File: src/rtl/arbd_pkg.sv
package arbd_pkg;
    typedef enum logic [1:0] {
        ST_IDLE = 2'd0,
        ST_WAIT = 2'd1,
        ST_PULL = 2'd2
    } arbd_state_e;
endpackage

File: src/rtl/arbd_sync.sv
module arbd_sync #(
    parameter int   STAGES  = 2,
    parameter logic RST_VAL = 1'b1
) (
    input  logic clk,
    input  logic rst_n,
    input  logic d_i,
    output logic q_o
);
    logic [STAGES-1:0] chain_q;

    always_ff @(posedge clk or negedge rst_n) begin
        if (!rst_n) chain_q <= {STAGES{RST_VAL}};
        else        chain_q <= {chain_q[STAGES-2:0], d_i};
    end

    assign q_o = chain_q[STAGES-1];
endmodule

File: src/rtl/arbd_us_timer.sv
module arbd_us_timer #(
    parameter int CLK_PER_US = 50,
    parameter int DUR_W      = 8
) (
    input  logic             clk,
    input  logic             rst_n,
    input  logic             load_i,
    input  logic [DUR_W-1:0] dur_i,
    input  logic             run_i,
    output logic             expire_o
);
    localparam int PRE_W = (CLK_PER_US > 1) ? $clog2(CLK_PER_US) : 1;
    localparam logic [PRE_W-1:0] PRE_LAST = PRE_W'(CLK_PER_US - 1);

    logic [PRE_W-1:0] pre_q;
    logic [DUR_W-1:0] us_left_q;
    logic             pre_wrap;

    assign pre_wrap = (pre_q == PRE_LAST);

    always_ff @(posedge clk or negedge rst_n) begin
        if (!rst_n) begin
            pre_q     <= '0;
            us_left_q <= '0;
        end else if (load_i) begin
            pre_q     <= '0;
            us_left_q <= dur_i;
        end else if (run_i) begin
            if (pre_wrap) begin
                pre_q     <= '0;
                us_left_q <= us_left_q - 1'b1;
            end else begin
                pre_q <= pre_q + 1'b1;
            end
        end
    end

    assign expire_o = run_i && pre_wrap && (us_left_q == DUR_W'(1));

    // the microsecond count never runs out while the pull is active
    a_r4_no_underflow: assert property (@(posedge clk) disable iff (!rst_n)
        run_i |-> (us_left_q != '0));
endmodule

File: src/rtl/arb_disturber.sv
module arb_disturber
    import arbd_pkg::*;
#(
    parameter int CLK_PER_US = 50,
    parameter int DUR_W      = 8
) (
    input  logic             clk,
    input  logic             rst_n,
    input  logic             arm_i,
    input  logic [DUR_W-1:0] dur_us_i,
    input  logic             cancel_i,
    input  logic             scl_i,
    output logic             busy_o,
    output logic             done_o,
    output logic             sda_pull_o
);
    arbd_state_e      state_q, state_d;
    logic [DUR_W-1:0] dur_q;
    logic             scl_s, scl_prev_q, scl_fall;
    logic             timer_load, timer_expire, done_d, done_q;

    arbd_sync #(.STAGES(2), .RST_VAL(1'b1)) i_scl_sync (
        .clk   (clk),
        .rst_n (rst_n),
        .d_i   (scl_i),
        .q_o   (scl_s)
    );

    always_ff @(posedge clk or negedge rst_n) begin
        if (!rst_n) scl_prev_q <= 1'b1;
        else        scl_prev_q <= scl_s;
    end

    assign scl_fall = scl_prev_q && !scl_s;

    arbd_us_timer #(.CLK_PER_US(CLK_PER_US), .DUR_W(DUR_W)) i_timer (
        .clk      (clk),
        .rst_n    (rst_n),
        .load_i   (timer_load),
        .dur_i    (dur_q),
        .run_i    (state_q == ST_PULL),
        .expire_o (timer_expire)
    );

    // next state and transition strobes
    always_comb begin
        state_d    = state_q;
        timer_load = 1'b0;
        done_d     = 1'b0;
        unique case (state_q)
            ST_IDLE: if (arm_i) state_d = ST_WAIT;
            ST_WAIT: begin
                if (cancel_i) begin
                    state_d = ST_IDLE;
                end else if (scl_fall) begin
                    if (dur_q == '0) begin
                        state_d = ST_IDLE;
                        done_d  = 1'b1;
                    end else begin
                        state_d    = ST_PULL;
                        timer_load = 1'b1;
                    end
                end
            end
            ST_PULL: begin
                if (timer_expire) begin
                    state_d = ST_IDLE;
                    done_d  = 1'b1;
                end
            end
            default: state_d = ST_IDLE;
        endcase
    end

    // state register
    always_ff @(posedge clk or negedge rst_n) begin
        if (!rst_n) begin
            state_q <= ST_IDLE;
            dur_q   <= '0;
            done_q  <= 1'b0;
        end else begin
            state_q <= state_d;
            done_q  <= done_d;
            if (state_q == ST_IDLE && arm_i) dur_q <= dur_us_i;
        end
    end

    // outputs
    always_comb begin
        busy_o     = (state_q != ST_IDLE);
        sda_pull_o = (state_q == ST_PULL);
        done_o     = done_q;
    end

    a_r5_done_single: assert property (@(posedge clk) disable iff (!rst_n)
        done_o |=> !done_o);

    a_r3_pull_needs_fall: assert property (@(posedge clk) disable iff (!rst_n)
        $rose(sda_pull_o) |-> $past(scl_fall && state_q == ST_WAIT));

    a_r7_cancel_wait: assert property (@(posedge clk) disable iff (!rst_n)
        (state_q == ST_WAIT && cancel_i) |=> (state_q == ST_IDLE && !done_o));

    a_r8_arm_busy: assert property (@(posedge clk) disable iff (!rst_n)
        (busy_o && arm_i) |=> $stable(dur_q));

    a_r6_zero_no_pull: assert property (@(posedge clk) disable iff (!rst_n)
        sda_pull_o |-> (dur_q != '0));
endmodule

File: config.mk
export PLATFORM = sky130hd
export DESIGN_NAME = arb_disturber
export DESIGN_NICKNAME = d
export VERILOG_FILES = /design/src/rtl/arbd_pkg.sv /design/src/rtl/arbd_sync.sv /design/src/rtl/arbd_us_timer.sv /design/src/rtl/arb_disturber.sv
export SDC_FILE = /design/constraint.sdc
export NUM_CORES = 1
export LEC_CHECK = 0
export BUFFER_PORTS_ARGS = -buffer_cell sky130_fd_sc_hd__clkbuf_2
export CAP_MARGIN = 20
export CORE_MARGIN = 8
export CORE_UTILIZATION = 41
export CTS_CLUSTER_DIAMETER = 120
export CTS_CLUSTER_SIZE = 28
export DETAILED_ROUTE_END_ITERATION = 6
export GPL_TIMING_DRIVEN = 0
export SYNTH_ARGS = -nofsm -noshare
export SYNTH_HDL_FRONTEND = slang
export SYNTH_HIERARCHICAL = 1
export SYNTH_SLANG_ARGS = --single-unit
File: constraint.sdc
create_clock -name clk -period 2.4 [get_ports clk]
set_input_delay 0.12 -clock clk [delete_from_list [all_inputs] [get_ports clk]]
set_output_delay 0.12 -clock clk [all_outputs]
set_load 0.01 [all_outputs]
==> metrics.cfg, run 1 <==
[status]
status = complete, no violations

[grt]
grt_use_total_pct = 11.68
grt_overflow_total = 0
grt_pass1_vias = 1227
antenna_found_initial = 0
grt_pass1_wl_mm = 5.782
grt_max_degree = 29

[worst_setup_path]
critical_path_buf_inv_count = 3
path_class = reg2reg
end_kind = register
path_delay_family = simple AND/OR/NAND/NOR gates
crit_chain = inv_1 -> ha_1 -> and4bb_2 -> and2_2 -> clkbuf_1 -> clkbuf_4 -> a22o_1 -> or3b_2
crit_path_top_delay_cell = or3b_2
start_kind = register
arrival_ps = 2440
critPathMaxStageDelay_ps = 460
cp.required_ps = 2550
cp_max_fo = 10

[timing]
hold_violations = 0
maxSlewHeadroom_pct = 54.71
slew_viol_final = 0
finClkSkew_ps = 5.794
worst_hold_slack_ps = 78.67
finalSetupTns_ps = 0
fin_crit_sh_pct = 95.71
fmax_mhz = 435.3
worstMarginPinSlew_ps = 679.3
finalSetupViolCount = 0
period_minus_slack_ps = 2297
rsz0062_at_grt = no

[power_and_ir_drop]
p_sw_share_pct = 34.43
pwr-share-comb_pct = 30.2
ir_drop_v = 0.0005109
p_leak_uw = 0.0007084
pwr_density_cell_nw_per_um2 = 956.9
sequentialPowerShare_pct = 48.6
p_int_uw = 1129
power_uw = 1722
clkPwrFrac_pct = 21.2
switching_power_uw = 592.7

[routing]
wl_met3_um = 144
wl_met2_mm = 1.690
vias = 1265
drc_errors = 0
highest_layer = met4
ant_nets = 0
dr.pass1.iters = 4
wl_met1_mm = 1.546
viasPerCell = 5.724
drtIter0Drc = 60
routedWlPerCell_um = 15.62
drt-total-wl_mm = 3.451

[layout]
fin_cells = 221
final_common_cell = dfrtp_1
layout.nets = 194
antenna-diode-count = 0
syn2layout_area_growth_pct = 14.95
mostFrequentLayoutCells = dfrtp_1 (25), clkbuf_2 (17), o21ai_0 (10)
post-route-util_pct = 49.15
drive_gt1_share_pct = 25.43

[synth]
yosysWarnings = 6
avgSynthCellArea_um2 = 10.23
syn_nets = 173
synth_area_leader_cell = dfrtp_1
synth_area_leaders = dfrtp_1 (40%), mux2_2 (5.8%), ha_1 (5.6%)
synth_seq_cells = 28
syn-cell-area_um2 = 1565
synthArstFlopShare_pct = 100.0
synth_ff_type = dfrtp_1
synth_top_area_share_pct = 39.97
synth.distinct_cells = 41
synth-edff-count = 0
synth_cells = 153
synth.yosys.seq_area_share_pct = 45.00

[place]
dp_hpwl_mm = 2.565
io_buffers = 15
placed_cells = 216
gp_congestion = 0.7638

[cts]
cts-root-buf = clkbuf_8
clock_latency_ps = 270
post_cts_buffers = 0
cts_tree = done
cts.sinks = 28
htree_levels = 1
clk_pin_slew_ps = 100
cts_buffers = 3
clk_path_buf_depth = 2

[floorplan]
dieHeight_um = 77.79
dieArea_um2 = 6051
die_x_um = 77.79
start_util_pct = 42.75
io-pin-count = 16
core-area_um2 = 3661
rows = 22

[min_path]
hold_path_class = in2reg

[flow_run]
cap_violations = 0

Yosys cell counts, drive strengths merged, types with 2 or more instances:
library cell and n:
a21oi 6, a31oi 4, and4bb 2, clkbuf 6, dfrtp 25, dfstp 3
ha 7, inv 8, mux2 8, nand2 10, nand2b 6, nand3 3
nand3b 3, nand4b 2, nor2 7, nor2b 4, nor4 3, o211ai 5
o21ai 10, o31ai 3, or3 5, or4 6
cells by family (layout without fill, tap and decap cells):
kind of cell               count (synthesis)  in the layout  synth area share [%]
AOI/OAI and AO/OA                         36             36                 15.03
adders and majority gates                  7              7                 5.595
buffers and inverters                     14             34                 3.357
DFF                                       28             28                 45.00
muxes                                      8              8                 5.756
and+or+nand+nor                           60             60                 25.26
worst paths after layout:
kind / endpoint / depth (start not counted) / start / slack [ps]
max: i_timer/us_left_q[6]$_DFFE_PN0P_ / 8 / state_q[1]$_DFFE_PN0P_ / 100
min: dur_q[7]$_DFFE_PN0P_ / 2 / dur_us_i[7] / 80
max reg2reg: i_timer/us_left_q[6]$_DFFE_PN0P_ / 8 / state_q[1]$_DFFE_PN0P_ / 100
min reg2reg: i_scl_sync/chain_q[1]$_DFF_PN1_ / 0 / i_scl_sync/chain_q[0]$_DFF_PN1_ / 360
max in group asynchronous: dur_q[0]$_DFFE_PN0P_ / 2 / rst_n / 1540
min in group asynchronous: i_timer/pre_q[3]$_DFFE_PN0P_ / 2 / rst_n / 410
registers in the layout, indices dropped and copies added, names as in the netlist:
signal / flops
i_scl_sync/chain_q: 2
scl_prev_q: 1
state_q: 2
i_timer/us_left_q: 8
i_timer/pre_q: 6
dur_q: 8
done_o: 1
layout make-up:
type,instances,area [um2]
fill,334,1862
timing repair buffer,17,95.09
multi-input combinational,111,813.3
buffer,5,25.02
tap,48,60.06
clock buffer,3,41.29
clock inverter,1,30.03
inverter,8,30.03
sequential,28,704.4
power groups by stage:
stage                     Clock [uW]  Combinational, uW  Sequential (uW)
after global placement             0                490              830
after floorplan                    0                407              785
after detailed placement           0                514              842
after global routing             400                600              862
final                            365                520              837
after CTS                        379                523              832
stage by stage:
stage	cell area, um2	setup slack, ps
after floorplan	1565	285.6
after global placement	1700	-8.840
after detailed placement	1700	-61.42
after CTS	1790	64.94
after global routing	1799	5.031
final	1799	103.0
repair_timing:
item                                    CTS  global route
pin swaps                                 0             0
gates resized for setup                   2             6
hold buffers                              2             0
endpoints found under the setup margin    9             6
endpoints found under the hold margin    26             0
cloned                                    0             0
metal layers:
layer | up-vias | GRT usage, %
met1 | 618 | 14.52
met5 | - | 0
li1 | 610 | -
met4 | 0 | 5.094
met3 | 6 | 2.074
met2 | 31 | 19.30
No activity file was read; power rests on OpenSTA's default activity.
==> run 2, diff against run 1 <==
--- a/config.mk
+++ b/config.mk
@@ -7,12 +7,15 @@
 export LEC_CHECK = 0
 export BUFFER_PORTS_ARGS = -buffer_cell sky130_fd_sc_hd__clkbuf_2
 export CAP_MARGIN = 20
+export CELL_PAD_IN_SITES_DETAIL_PLACEMENT = 0
+export CELL_PAD_IN_SITES_GLOBAL_PLACEMENT = 1
 export CORE_MARGIN = 8
 export CORE_UTILIZATION = 41
 export CTS_CLUSTER_DIAMETER = 120
 export CTS_CLUSTER_SIZE = 28
 export DETAILED_ROUTE_END_ITERATION = 6
 export GPL_TIMING_DRIVEN = 0
+export PLACE_DENSITY_LB_ADDON = 0.1
 export SYNTH_ARGS = -nofsm -noshare
 export SYNTH_HDL_FRONTEND = slang
 export SYNTH_HIERARCHICAL = 1
==> run 2 against run 1 <==
  * Clock power rose by 5%
  * Setup slack improved by 110 ps
  * Largest power group unchanged
  * Fmax rose by 4.9%
  * Global-route usage rose by 0.22 points
  * Cell count fell by 0.45%
==> metrics.cfg, run 2 (synthesized netlist as in run 1, its figures left out) <==
[status]
status = complete, no violations

[floorplan]
die_x_um = 77.79
dieHeight_um = 77.79
dieArea_um2 = 6051
rows = 22
start_util_pct = 42.75
io-pin-count = 16
core-area_um2 = 3661

[cts]
cts_buffers = 3
clk_path_buf_depth = 2
cts.sinks = 28
post_cts_buffers = 0
clock_latency_ps = 280
cts_tree = done
htree_levels = 1
cts-root-buf = clkbuf_8
clk_pin_slew_ps = 100

[routing]
drtIter0Drc = 71
drt-total-wl_mm = 3.490
vias = 1218
dr.pass1.iters = 4
drc_errors = 0
routedWlPerCell_um = 15.86
ant_nets = 0
viasPerCell = 5.536

[grt]
grt_overflow_total = 0
antenna_found_initial = 0
grt_max_degree = 29
grt_pass1_wl_mm = 5.830
grt_use_total_pct = 11.90
grt_pass1_vias = 1220

[timing]
fmax_mhz = 456.8
finClkSkew_ps = 4.642
rsz0062_at_grt = no
hold_violations = 0
maxSlewHeadroom_pct = 52.13
slew_viol_final = 0
worstMarginPinSlew_ps = 718.0
fin_crit_sh_pct = 91.21
finalSetupViolCount = 0
period_minus_slack_ps = 2189

[power_and_ir_drop]
ir_drop_v = 0.0003969
power_uw = 1740
p_leak_uw = 0.0007073
pwr_density_cell_nw_per_um2 = 970.4

[layout]
antenna-diode-count = 0
syn2layout_area_growth_pct = 14.55
largestRegisters = dur_q (8), i_timer/us_left_q (8), i_timer/pre_q (6)
fin_area_um2 = 1793
final_common_cell = dfrtp_1
layout.nets = 193
drive_gt1_share_pct = 25.00
mostFrequentLayoutCells = dfrtp_1 (25), clkbuf_2 (17), o21ai_0 (10)

[place]
dp_hpwl_mm = 2.607
gp_congestion = 0.7590
placed_area_um2 = 1700
io_buffers = 15

[worst_setup_path]
crit_path_top_delay_cell = dfrtp_1
arrival_ps = 2370
path_class = reg2reg
crit_chain = inv_1 -> ha_2 -> clkbuf_4 -> nand3b_1 -> nor2_1 -> and4b_1 -> nand2b_1 -> o221ai_1 -> a32o_1
critPathMaxStageDelay_ps = 400
start_kind = register
end_kind = register
cp_max_fo = 10
cp.required_ps = 2580

[min_path]
hold_path_class = in2reg

[flow_run]
cap_violations = 0

==> run 2: worst paths after layout <==
kind	from	endpoint	slack, ps	cells past startpoint
setup reg to reg	state_q[0]$_DFFE_PN0P_	state_q[1]$_DFFE_PN0P_	210	9
hold / removal	dur_us_i[6]	dur_q[6]$_DFFE_PN0P_	60	2
hold reg to reg	i_scl_sync/chain_q[0]$_DFF_PN1_	i_scl_sync/chain_q[1]$_DFF_PN1_	370	0
setup / recovery	state_q[0]$_DFFE_PN0P_	state_q[1]$_DFFE_PN0P_	210	9
max in group asynchronous	rst_n	i_timer/us_left_q[6]$_DFFE_PN0P_	1530	2
min in group asynchronous	rst_n	i_timer/pre_q[4]$_DFFE_PN0P_	410	2
==> run 2: per-layer routing <==
metal / wire, um / GRT usage, % / part of all wire, %
met5: 0 / 0 / 0
met2: 1662 / 19.05 / 48
met1: 1669 / 15.27 / 48
met3: 113 / 2.535 / 3.2
met4: 44 / 4.528 / 1.3
==> run 2: metrics by stage <==
stage          hold slack, ps  worst slack [ps]  util, %  cells  TNS [ps]
2_1_floorplan          -175.6             285.6        -    153         0
3_3_place_gp            200.3            -36.65    46.45    216    -92.17
3_5_place_dp            211.4            -72.13    46.45    216    -257.6
4_1_cts                 48.97             80.91    48.91    221         0
5_1_grt                 50.26             4.061    48.97    220         0
6_report                59.52             210.8    48.97    220         0
==> run 2: worst max-delay path: cells and delay by family, from the launching register on <==
kind | cells | cell delay [ps]
and+or+nand+nor | 4 | 730
DFF | 1 | 400
AOI/OAI and AO/OA | 2 | 350
buffers and inverters | 2 | 320
adders and majority gates | 1 | 280
==> run 2: power by group <==
group | internal, uW | switching (uW) | total, uW
registers | 642 | 193 | 835
logic | 266 | 255 | 521
clock network | 224 | 160 | 384
total | 1130 | 608 | 1740
==> run 2: area by class of cell <==
cell class / instances / area (um2)
fill: 335 / 1868
sequential: 28 / 704.4
tap: 48 / 60.06
multi-input combinational: 111 / 810.8
inverter: 8 / 30.03
buffer: 4 / 21.27
timing repair buffer: 17 / 95.09
clock buffer: 3 / 41.29
clock inverter: 1 / 30.03
==> run 2: timing repair <==
item,CTS,global route
setup endpoints to repair,9,8
hold buffers,2,0
hold endpoints to repair,26,0
resized for setup,2,5
==> run 3, diff against run 2 <==
--- a/config.mk
+++ b/config.mk
@@ -5,6 +5,7 @@
 export SDC_FILE = /design/constraint.sdc
 export NUM_CORES = 1
 export LEC_CHECK = 0
+export ABC_AREA = 1
 export BUFFER_PORTS_ARGS = -buffer_cell sky130_fd_sc_hd__clkbuf_2
 export CAP_MARGIN = 20
 export CELL_PAD_IN_SITES_DETAIL_PLACEMENT = 0
==> run 3 against run 2 <==
  * Critical endpoint is now i_timer/us_left_q[0]$_DFFE_PN0P_
  * Flip-flop and latch count did not move
  * Via count rose by 0.74%
  * Critical path depth rose by 5
  * Combinational power rose by 57%
  * Sequential power rose by 2%
  * Clock power fell by 4%
==> metrics.cfg, run 3 <==
[synth]
synthArstFlopShare_pct = 100.0
synth.yosys.seq_area_share_pct = 43.51
yosysWarnings = 6
synth_seq_cells = 28
yosysMostFrequentCell = nand2_1
synth.distinct_cells = 31
syn-cell-area_um2 = 1619
synth-edff-count = 0
synth_top_area_share_pct = 38.64
synth_area_leader_cell = dfrtp_1
syn_nets = 209
synth_area_leaders = dfrtp_1 (39%), nand2_1 (10%), nor2_1 (6.3%)
synth_ff_type = dfrtp_1
synth_common_cells = nand2_1 (45), nor2_1 (27), dfrtp_1 (25)
avgSynthCellArea_um2 = 8.566
synth_cells = 189

[worst_setup_path]
cp_max_fo = 10
r2r-start = state_q[1]$_DFFE_PN0P_
reg2reg_depth = 14
path_class = reg2reg
start_kind = register
cp.required_ps = 2610
r2r_end = i_timer/us_left_q[0]$_DFFE_PN0P_
r2r_setup_slack_ps = 410
arrival_ps = 2190
end_kind = register

[routing]
viasPerCell = 4.719
drt-total-wl_mm = 3.126
drc_errors = 0
dr.pass1.iters = 5
routedWlPerCell_um = 12.02
drtIter0Drc = 64
vias = 1227
ant_nets = 0

[timing]
worstMarginPinSlew_ps = 711.6
finalSetupViolCount = 0
rsz0062_at_grt = no
fin_crit_sh_pct = 82.73
slew_viol_final = 0
hold_violations = 0
finClkSkew_ps = 6.529
fmax_mhz = 503.7
finalSetupTns_ps = 0
maxSlewHeadroom_pct = 52.56
period_minus_slack_ps = 1985

[min_path]
whs_endpoint = dur_q[4]$_DFFE_PN0P_
hold_path_class = in2reg
min_path_cells = 2
hp-start = dur_us_i[4]

[cts]
post_cts_buffers = 0
clock_latency_ps = 270
cts_buffers = 3
cts_tree = done
clk_path_buf_depth = 2
clk_pin_slew_ps = 100
htree_levels = 1
cts.sinks = 28
cts-root-buf = clkbuf_8

[power_and_ir_drop]
clkPwrFrac_pct = 18.2
ir_drop_v = 0.0004443
power_uw = 2035
pwr_density_cell_nw_per_um2 = 1101
p_sw_share_pct = 38.77
p_leak_uw = 0.0009251
sequentialPowerShare_pct = 41.7
p_int_uw = 1246
pwr-share-comb_pct = 40.1
switching_power_uw = 789.2

[layout]
syn2layout_area_growth_pct = 14.14
largestRegisters = dur_q (8), i_timer/us_left_q (8), i_timer/pre_q (6)
mostFrequentLayoutCells = nand2_1 (45), nor2_1 (27), dfrtp_1 (25)
final_common_cell = nand2_1
layout.nets = 231
drive_gt1_share_pct = 23.81
antenna-diode-count = 0

[floorplan]
die_x_um = 78.84
io-pin-count = 16
dieArea_um2 = 6216
core-area_um2 = 3914
dieHeight_um = 78.84
start_util_pct = 41.37
rows = 23

[status]
status = complete, no violations

[grt]
grt_overflow_total = 0
grt_use_total_pct = 10.98
grt_pass1_vias = 1180
grt_pass1_wl_mm = 5.568
antenna_found_initial = 0
grt_max_degree = 29

[place]
gp_congestion = 0.7997
dp_hpwl_mm = 2.371
io_buffers = 15

[flow_run]
cap_violations = 0

## run 3: cell types whose count changed after synthesis, moves of 4 or more
cell	change
nand2_1	+36
nor2_1	+20
inv_1	+13
nand3_1	+11
clkbuf_1	-6
nand2b_1	-6
or4_1	-6
a21oi_1	-5
o211ai_1	-5
or3_1	-5
a31oi_1	-4
nor2b_1	-4
o21ai_2	+4
## run 3: kinds of logic after synthesis
kind of cell             Yosys count  share of synthesized area [%]
flip-flops                        28                          43.51
AO/OA/AOI/OAI                     13                          5.023
multiplexers                       9                          6.183
buffers and inverters             27                          7.883
AND/OR/NAND/NOR                  101                          29.83
XOR/XNOR                           4                          2.164
adder cells (fa/ha/maj)            7                          5.409
## run 3: area by class of cell
type | instances | area [um2]
repair buffers | 17 | 95.09
clock buffers | 3 | 41.29
clock inverters | 1 | 30.03
inverters | 25 | 96.34
fillers | 408 | 2066
plain buffers | 2 | 31.28
flip-flops and latches | 28 | 704.4
well taps | 50 | 62.56
multi-input cells | 134 | 787.0
## run 3: power by group through the flow
stage / clock, uW / sequential, uW / combinational (uW)
floorplan: 0 / 808 / 670
global placement: 0 / 848 / 796
detailed placement: 0 / 857 / 822
CTS: 386 / 851 / 828
global route: 406 / 878 / 948
finish: 370 / 849 / 816
## run 3: through the flow
step	area (um2)	utilization, %	hold slack [ps]	std cells	setup WS, ps
global route	1848	47.22	48.70	260	253.6
detailed placement	1757	44.88	215.4	254	420.8
CTS	1848	47.22	61.23	260	393.1
floorplan	1619	-	-175.6	189	651.2
global placement	1757	44.88	204.2	254	449.9
finish	1848	47.22	74.14	260	414.5
## run 3: worst max-delay path by stage
| stage | start | endpoint | cells past startpoint |
|---|---|---|---|
| after floorplan | state_q[0]$_DFFE_PN0P_ | state_q[0]$_DFFE_PN0P_ | 9 |
| after global routing | state_q[1]$_DFFE_PN0P_ | i_timer/us_left_q[0]$_DFFE_PN0P_ | 14 |
| after global placement | state_q[1]$_DFFE_PN0P_ | i_timer/us_left_q[1]$_DFFE_PN0P_ | 14 |
| after CTS | state_q[1]$_DFFE_PN0P_ | i_timer/us_left_q[0]$_DFFE_PN0P_ | 14 |
| final | state_q[1]$_DFFE_PN0P_ | i_timer/us_left_q[0]$_DFFE_PN0P_ | 14 |
| after detailed placement | state_q[1]$_DFFE_PN0P_ | i_timer/us_left_q[0]$_DFFE_PN0P_ | 14 |
## run 3: metal layers
layer,vias up,global-route usage [%],part of all wire (%)
met2,21,18.39,48
met5,-,0,0
met1,567,13.80,48
li1,637,-,-
met4,0,1.667,0.54
met3,2,3.386,3.8
## run 3: timing repair
item,4_1_cts,5_1_grt
hold buffers,2,0
resized for setup,0,0
endpoints found under the setup margin,0,0
hold endpoints to repair,26,0
## run 3: critical path, stage by stage (launching register included)
cell and delay, ps:
dfrtp_1 410, inv_1 80, ha_1 140, inv_1 40, nor2_1 130, inv_1 80, nor3_1 210, buf_6 180
inv_2 110, nand2_2 100, nand2_4 90, inv_4 90, buf_12 130, nand2_2 50, o21ai_2 50
